**src/rtl/fperr_pkg.sv**
```systemverilog
package fperr_pkg;
  // Events derived from the synchronized error line (active high).
  typedef struct packed {
    logic level;
    logic rise;
    logic fall;
  } err_evt_t;
endpackage

```
**src/rtl/fperr_sync.sv**
```systemverilog
module fperr_sync
  import fperr_pkg::*;
#(
  parameter int STAGES = 2
) (
  input  logic     clk,
  input  logic     rst,
  input  logic     err_async_n,
  output err_evt_t evt
);
  logic [STAGES-1:0] chain;
  logic              prev_q;

  generate
    if (STAGES == 1) begin : g_one
      always_ff @(posedge clk) begin
        if (rst) chain <= '0;
        else     chain <= ~err_async_n;
      end
    end else begin : g_many
      always_ff @(posedge clk) begin
        if (rst) chain <= '0;
        else     chain <= {chain[STAGES-2:0], ~err_async_n};
      end
    end
  endgenerate

  always_ff @(posedge clk) begin
    if (rst) prev_q <= 1'b0;
    else     prev_q <= chain[STAGES-1];
  end

  always_comb begin
    evt.level = chain[STAGES-1];
    evt.rise  = chain[STAGES-1] & ~prev_q;
    evt.fall  = ~chain[STAGES-1] & prev_q;
  end
endmodule

```
**src/rtl/fperr_port_match.sv**
```systemverilog
module fperr_port_match #(
  parameter int              ADDR_W   = 16,
  parameter logic [ADDR_W-1:0] ACK_PORT = 16'h00F0
) (
  input  logic              io_wr,
  input  logic [ADDR_W-1:0] io_addr,
  output logic              hit
);
  assign hit = io_wr && (io_addr == ACK_PORT);
endmodule

```
**src/rtl/fperr_smm_hold.sv**
```systemverilog
module fperr_smm_hold (
  input  logic clk,
  input  logic rst,
  input  logic smm_enter,
  input  logic smm_exit,
  input  logic ign_now,
  output logic in_smm,
  output logic saved_ign
);
  always_ff @(posedge clk) begin
    if (rst) begin
      in_smm    <= 1'b0;
      saved_ign <= 1'b0;
    end else begin
      if (smm_enter) begin
        in_smm    <= 1'b1;
        saved_ign <= ign_now;
      end else if (smm_exit) begin
        in_smm    <= 1'b0;
      end
    end
  end
endmodule

```
**src/rtl/fperr_irq_glue.sv**
```systemverilog
module fperr_irq_glue
  import fperr_pkg::*;
#(
  parameter int                ADDR_W      = 16,
  parameter logic [ADDR_W-1:0] ACK_PORT    = 16'h00F0,
  parameter int                SYNC_STAGES = 2,
  parameter bit                RESTORE_EN  = 1'b1
) (
  input  logic              clk,
  input  logic              rst,
  input  logic              fp_err_n,
  input  logic              io_wr,
  input  logic [ADDR_W-1:0] io_addr,
  input  logic              smm_enter,
  input  logic              smm_exit,
  output logic              fp_irq,
  output logic              fp_ignore_n
);
  err_evt_t evt;
  logic     err_lvl, err_rise, err_fall;
  logic     ack_hit;
  logic     in_smm, saved_ign;
  logic     ign_now, ign_d, irq_d;
  logic     irq_q, ign_n_q;

  fperr_sync #(.STAGES(SYNC_STAGES)) u_sync (
    .clk(clk), .rst(rst), .err_async_n(fp_err_n), .evt(evt)
  );

  assign err_lvl  = evt.level;
  assign err_rise = evt.rise;
  assign err_fall = evt.fall;

  fperr_port_match #(.ADDR_W(ADDR_W), .ACK_PORT(ACK_PORT)) u_match (
    .io_wr(io_wr), .io_addr(io_addr), .hit(ack_hit)
  );

  assign ign_now = ~ign_n_q;

  fperr_smm_hold u_smm (
    .clk(clk), .rst(rst), .smm_enter(smm_enter), .smm_exit(smm_exit),
    .ign_now(ign_now), .in_smm(in_smm), .saved_ign(saved_ign)
  );

  // Ignore latch next state: exit write-back over error clear over acknowledge.
  generate
    if (RESTORE_EN) begin : g_restore
      always_comb begin
        ign_d = ign_now;
        if (ack_hit)  ign_d = 1'b1;
        if (err_fall) ign_d = 1'b0;
        if (smm_exit) ign_d = saved_ign;
      end
    end else begin : g_norestore
      always_comb begin
        ign_d = ign_now;
        if (ack_hit)  ign_d = 1'b1;
        if (err_fall) ign_d = 1'b0;
      end
    end
  endgenerate

  // Request next state: a new error beats the acknowledge clear.
  always_comb begin
    irq_d = irq_q;
    if (ack_hit)                          irq_d = 1'b0;
    if (err_rise && !in_smm)              irq_d = 1'b1;
    if (smm_exit && err_lvl && !ign_d)    irq_d = 1'b1;
  end

  always_ff @(posedge clk) begin
    if (rst) begin
      irq_q   <= 1'b0;
      ign_n_q <= 1'b1;
    end else begin
      irq_q   <= irq_d;
      ign_n_q <= ~ign_d;
    end
  end

  assign fp_irq      = irq_q;
  assign fp_ignore_n = ign_n_q;
endmodule

```
**config.mk**
```make
export PLATFORM = sky130hd
export DESIGN_NAME = fperr_irq_glue
export DESIGN_NICKNAME = d
export VERILOG_FILES = /design/src/rtl/fperr_pkg.sv /design/src/rtl/fperr_sync.sv /design/src/rtl/fperr_port_match.sv /design/src/rtl/fperr_smm_hold.sv /design/src/rtl/fperr_irq_glue.sv
export SDC_FILE = /design/constraint.sdc
export NUM_CORES = 1
export LEC_CHECK = 0
export ABC_AREA = 1
export BUFFER_PORTS_ARGS = -buffer_cell sky130_fd_sc_hd__buf_4
export CORE_AREA = 2 2 39 41
export CTS_CLUSTER_SIZE = 10
export DETAILED_ROUTE_END_ITERATION = 16
export DIE_AREA = 0 0 41 43
export HOLD_SLACK_MARGIN = 0.15
export SETUP_SLACK_MARGIN = 0.5
export SLEW_MARGIN = 25
export SYNTH_ARGS = -nofsm -noshare
export SYNTH_HDL_FRONTEND = slang
export SYNTH_SLANG_ARGS = --single-unit
export TNS_END_PERCENT = 50
```
**constraint.sdc**
```tcl
create_clock -name clk -period 0.9 [get_ports clk]
set_input_delay 0.18 -clock clk [delete_from_list [all_inputs] [get_ports clk]]
set_output_delay 0.18 -clock clk [all_outputs]
set_load 0.02 [all_outputs]
```
After elaboration in Yosys (flattened, before gate mapping)

Cells that the tools add are included.

Register bits after elaboration: 7
Latch bits: 0
Memory bits (writable): 0
Memory bits (read-only): 0
Input bits: 22
Output and inout port bits: 2
Logic and storage cells: 30
Memories kept: 0

Add/sub/neg operators: 0
$mul: 0
Div/mod/pow operators: 0
$lt $le $gt $ge: 0
Equality and inequality tests: 1
Shift-type cells: 0
Mux-type cells: 8
Bitwise operators: 7
Reduce and logical (&&, ||, !) cells: 8

Operator list:

| kind                                                                    | count |
|---|---|
| 16-bit by 8-bit equality test with 1-bit output (second input constant) | 1 |
| 1-bit two-way mux                                                       | 8 |
| 1-bit inverter                                                          | 5 |
| 1-bit logical AND                                                       | 4 |
| 3-bit nonzero test                                                      | 1 |
| 1-bit bitwise AND                                                       | 2 |
| 1-bit zero test                                                         | 2 |
| 2-bit nonzero test                                                      | 1 |

Longest topological paths before layout

Word-level depth: 8
Gate-level depth with buffers: 9
Mapped depth without buffers: 9

Cells and area by module

From an unflattened synthesis, not the netlist that was laid out.

Cell total of the unflattened synthesis: 52
Area, all modules: 331.6 um^2

By module, submodules not included:

| module           | instances | cells each | area an instance (um^2) | seq. area each (um^2) |
|---|---|---|---|---|
| fperr_irq_glue   | 1         | 17         | 102.6                   | 40.0 |
| fperr_sync       | 1         | 12         | 97.6                    | 60.1 |
| fperr_smm_hold   | 1         | 9          | 72.6                    | 40.0 |
| fperr_port_match | 1         | 14         | 58.8                    | 0.0 |

Worst setup path after synthesis

OpenSTA, ideal clock, no wires.

Path kind: input -> register
Start point: input port io_addr[10]
End point: register ign_n_q, in the netlist fp_ignore_n
Library setup time: 0.113 ns
Data arrival time: 0.727 ns
Path slack: 0.060 ns
Cell stages on the path: 7
Cells stage by stage: or2_0 nor2_1 nand3_1 nand2_1 nand2_1 nand2_1 nand2_1

Longest elaborated chain between the ends: 6

Ends and longest elaborated chain:

| element                                         | line                  | source |
|---|---|---|
| from (decl)                                     | fperr_irq_glue.sv:13  | `input logic [ADDR_W-1:0] io_addr,` |
| 16-bit by 8-bit equality test with 1-bit output | fperr_port_match.sv:9 | `assign hit = io_wr && (io_addr == ACK_PORT);` |
| 1-bit logical AND                               | fperr_port_match.sv:9 |  |
| 1-bit two-way mux                               | fperr_irq_glue.sv:50  | `if (ack_hit) ign_d = 1'b1;` |
| 1-bit two-way mux                               | fperr_irq_glue.sv:51  | `if (err_fall) ign_d = 1'b0;` |
| 1-bit two-way mux                               | fperr_irq_glue.sv:52  | `if (smm_exit) ign_d = saved_ign;` |
| 1-bit inverter                                  | fperr_irq_glue.sv:77  | `ign_n_q <= ~ign_d;` |
| to (signal assigned)                            | fperr_irq_glue.sv:77  |  |
| to (decl)                                       | fperr_irq_glue.sv:24  | `logic irq_q, ign_n_q;` |

No other way between the ends.
A chain may end at the register's enable or synchronous reset.

Worst setup path after layout

Start point: register ign_n_q, in the netlist fp_ignore_n
End point: output port fp_ignore_n

RTL lines:

| element   | line                 | source |
|---|---|---|
| to (decl) | fperr_irq_glue.sv:17 | `output logic fp_ignore_n` |

No word-level cell between the ends.

==> out/qor.csv <==
metric,value,unit
status,completed,
Register Area,150,um^2
worst r2r src,u_smm.saved_ign$_SDFFE_PP0P_,
initial antenna violation count,0,
Pwr Density,1350,nW/um^2
Least-Margin Pin Slew,111,ps
Yosys cell types,8,
largest net degree at the start of global routing,7,
synthesized area,300,um^2
number of routed nets with antenna violations,0,
Max stage delay on crit path,350,ps
# DRC,0,
Wirelength per Cell,7.76,um
clk_skew,2.75,ps
Slew Limit Fails,0,
CTS Buffer Depth,2,
Initial Util,21.7,%
met3 WL,76,um
"Max FO, Critical Path",3,
Placed Instances,86,
Ports,24,
YS warnings,0,
WL final,698,um
Die Span Y,43,um
row count,14,
Crit Path Class,flip-flop to output pin,
IO buf count,23,
fillers,163,
WP data arrival,720,ps
core box area,1380,um^2
"Seq/Total Area, Yosys",46.7,%
H-tree lvl count,1,
Vias,366,
clk sinks,7,
"reg-to-reg slack, setup",230,ps
cell count after synthesis,47,
Die Area,1760,um^2
antenna cells,0,
"Slowest-stage cell, CP",dfxtp_4,
setup repair bufs after CTS,0,
worst skew pair latency,240,ps
Fin. Hold Viols,0,
DR pass1 iterations,4,
post-synthesis xor/xnor area fraction,0,%
area grow syn2layout,86.7,%
CTS buffer count,3,
Post-Route M1 WL,244,um
RSZ-0062 raised after global routing,true,
complex-gate fraction of the synthesized area,6.67,%
average cell area after synthesis,6.39,um^2
"Reg clk slew, reported paths",50,ps
largest family of logic cells by synthesized area,simple AND/OR/NAND/NOR gates,
placed cell area,497,um^2
Finished Cell Area,561,um^2
fin crit share,99.6,%
Final Util,40.5,%
CP Cell Sequence,buf_6,
final cell count without fillers,90,
Pleak,0.285,nW
post-synthesis simple-gate area fraction,37.9,%
CP startpoint kind,flip-flop,
"CP delay by family, top",flip-flops,
dpl hpwl,586,um
Setup crit end kind,output pin,
Fmax achieved,1120,MHz
Tmin final,896,ps
vias in the first global route,334,
CTS tree,done,
mux cell area share after synthesis,0,%
All-Layer GR Usage,9.26,%
Highest Signal Layer,met3,
CP Data Required Time,720,ps
adder-cell share of the synthesized area,0,%
Hold Startpoint,fp_err_n,
synthesis-stage register bit count,7,
total negative setup slack,0,ps
fin nets,97,
Syn Nets,69,
first-pass GRT wire length,1110,um
R2R Path End,fp_irq$_SDFFE_PP0P_,
gp weighted congestion,0.748,
number of max-cap violations,0,
fraction of layout cells with a size suffix above 1,51.4,%
Worst slew margin,92.5,%
die extent in x,41,um
Hold Path Sink,u_sync.chain[0]$_SDFF_PP0_,
final setup violation count,0,
Root Buffer,clkbuf_4,
DR iter-0 viols,2,
Min-Delay Path Depth,2,
Hold Crit Class,input port to flip-flop,
met2 wire length,377,um
R2R cell count,3,
GRT overflow,0,
Max VDD drop,776,uV
WP buf/inv,1,
vias per inst,4.07,
area occupied by multi-input gates,154,um^2
metal layers:
| layer | vias up | GRT usage [%] |
|---|---|---|
| li1 | 195 | - |
| met1 | 157 | 8.44 |
| met2 | 14 | 15.6 |
| met3 | 0 | 2.09 |
| met4 | 0 | 8.00 |
| met5 | - | 0 |
flip-flops by register name (all words and copies together), names as in the netlist:
name	cells
u_sync.chain	2
fp_ignore_n	1
fp_irq	1
u_smm.in_smm	1
u_smm.saved_ign	1
u_sync.prev_q	1
cell usage in the layout (no fill, tap or decap), types with 2 or more instances in the layout:
cell / n
nor2_1: 11
inv_1: 6
buf_4: 20
clkbuf_4: 3
nand3_1: 2
nand2_1: 12
nor2_2: 2
buf_6: 3
dfxtp_2: 5
Yosys cell counts:
master	count	area [um^2]
inv_1	7	26.3
o21ai_0	2	10.0
dfxtp_1	7	140
nor2_1	14	52.6
nand3_1	2	10.0
nand2_1	12	45.0
a21oi_1	2	10.0
or2_0	1	6.26
stage by stage:
stage	hold slack [ps]	total power, mW	setup slack (ps)
after global placement	336	0.465	-61.5
after floorplan	247	0.381	76.3
after detailed placement	339	0.467	-93.2
after CTS	77.2	0.765	-7.47
after global routing	88.2	0.792	-16.5
final	85.5	0.754	4.04
cell type report:
| cell class | count | share of cell area, % |
|---|---|---|
| flip-flops and latches | 7 | 26.8 |
| repair buffers | 23 | 32.8 |
| well taps | 16 | 3.57 |
| multi-input cells | 33 | 27.5 |
| clock buffers | 4 | 4.69 |
| inverters | 7 | 4.69 |
power by group:
group	total, mW	switching, mW	internal, mW
logic	0.140	0.0508	0.0891
clock network	0.276	0.107	0.169
registers	0.339	0.0103	0.328
kinds of logic (layout without fill, tap and decap cells):
group           Yosys count  in the layout
flops                     7              7
simple gates             29             29
buf+inv                   7             34
compound gates            4              4
timing repair:
item,4_1_cts,5_1_grt
setup endpoints to repair,8,8
pin swaps,11,11
hold endpoints to repair,5,2
gates resized for setup,13,3
worst max-delay path by stage:
stage                           startpoint                endpoint  cells past startpoint  slack, ps
finish              fp_ignore_n$_SDFF_PP1_             fp_ignore_n                      1          4
global route        fp_ignore_n$_SDFF_PP1_             fp_ignore_n                      1        -20
CTS                 fp_ignore_n$_SDFF_PP1_             fp_ignore_n                      1         -7
detailed placement             io_addr[10]  fp_ignore_n$_SDFF_PP1_                      8        -90
global placement                io_addr[9]  fp_ignore_n$_SDFF_PP1_                      9        -60
floorplan                      io_addr[10]  fp_ignore_n$_SDFF_PP1_                      7         80
(Power assumes the default switching activity.)
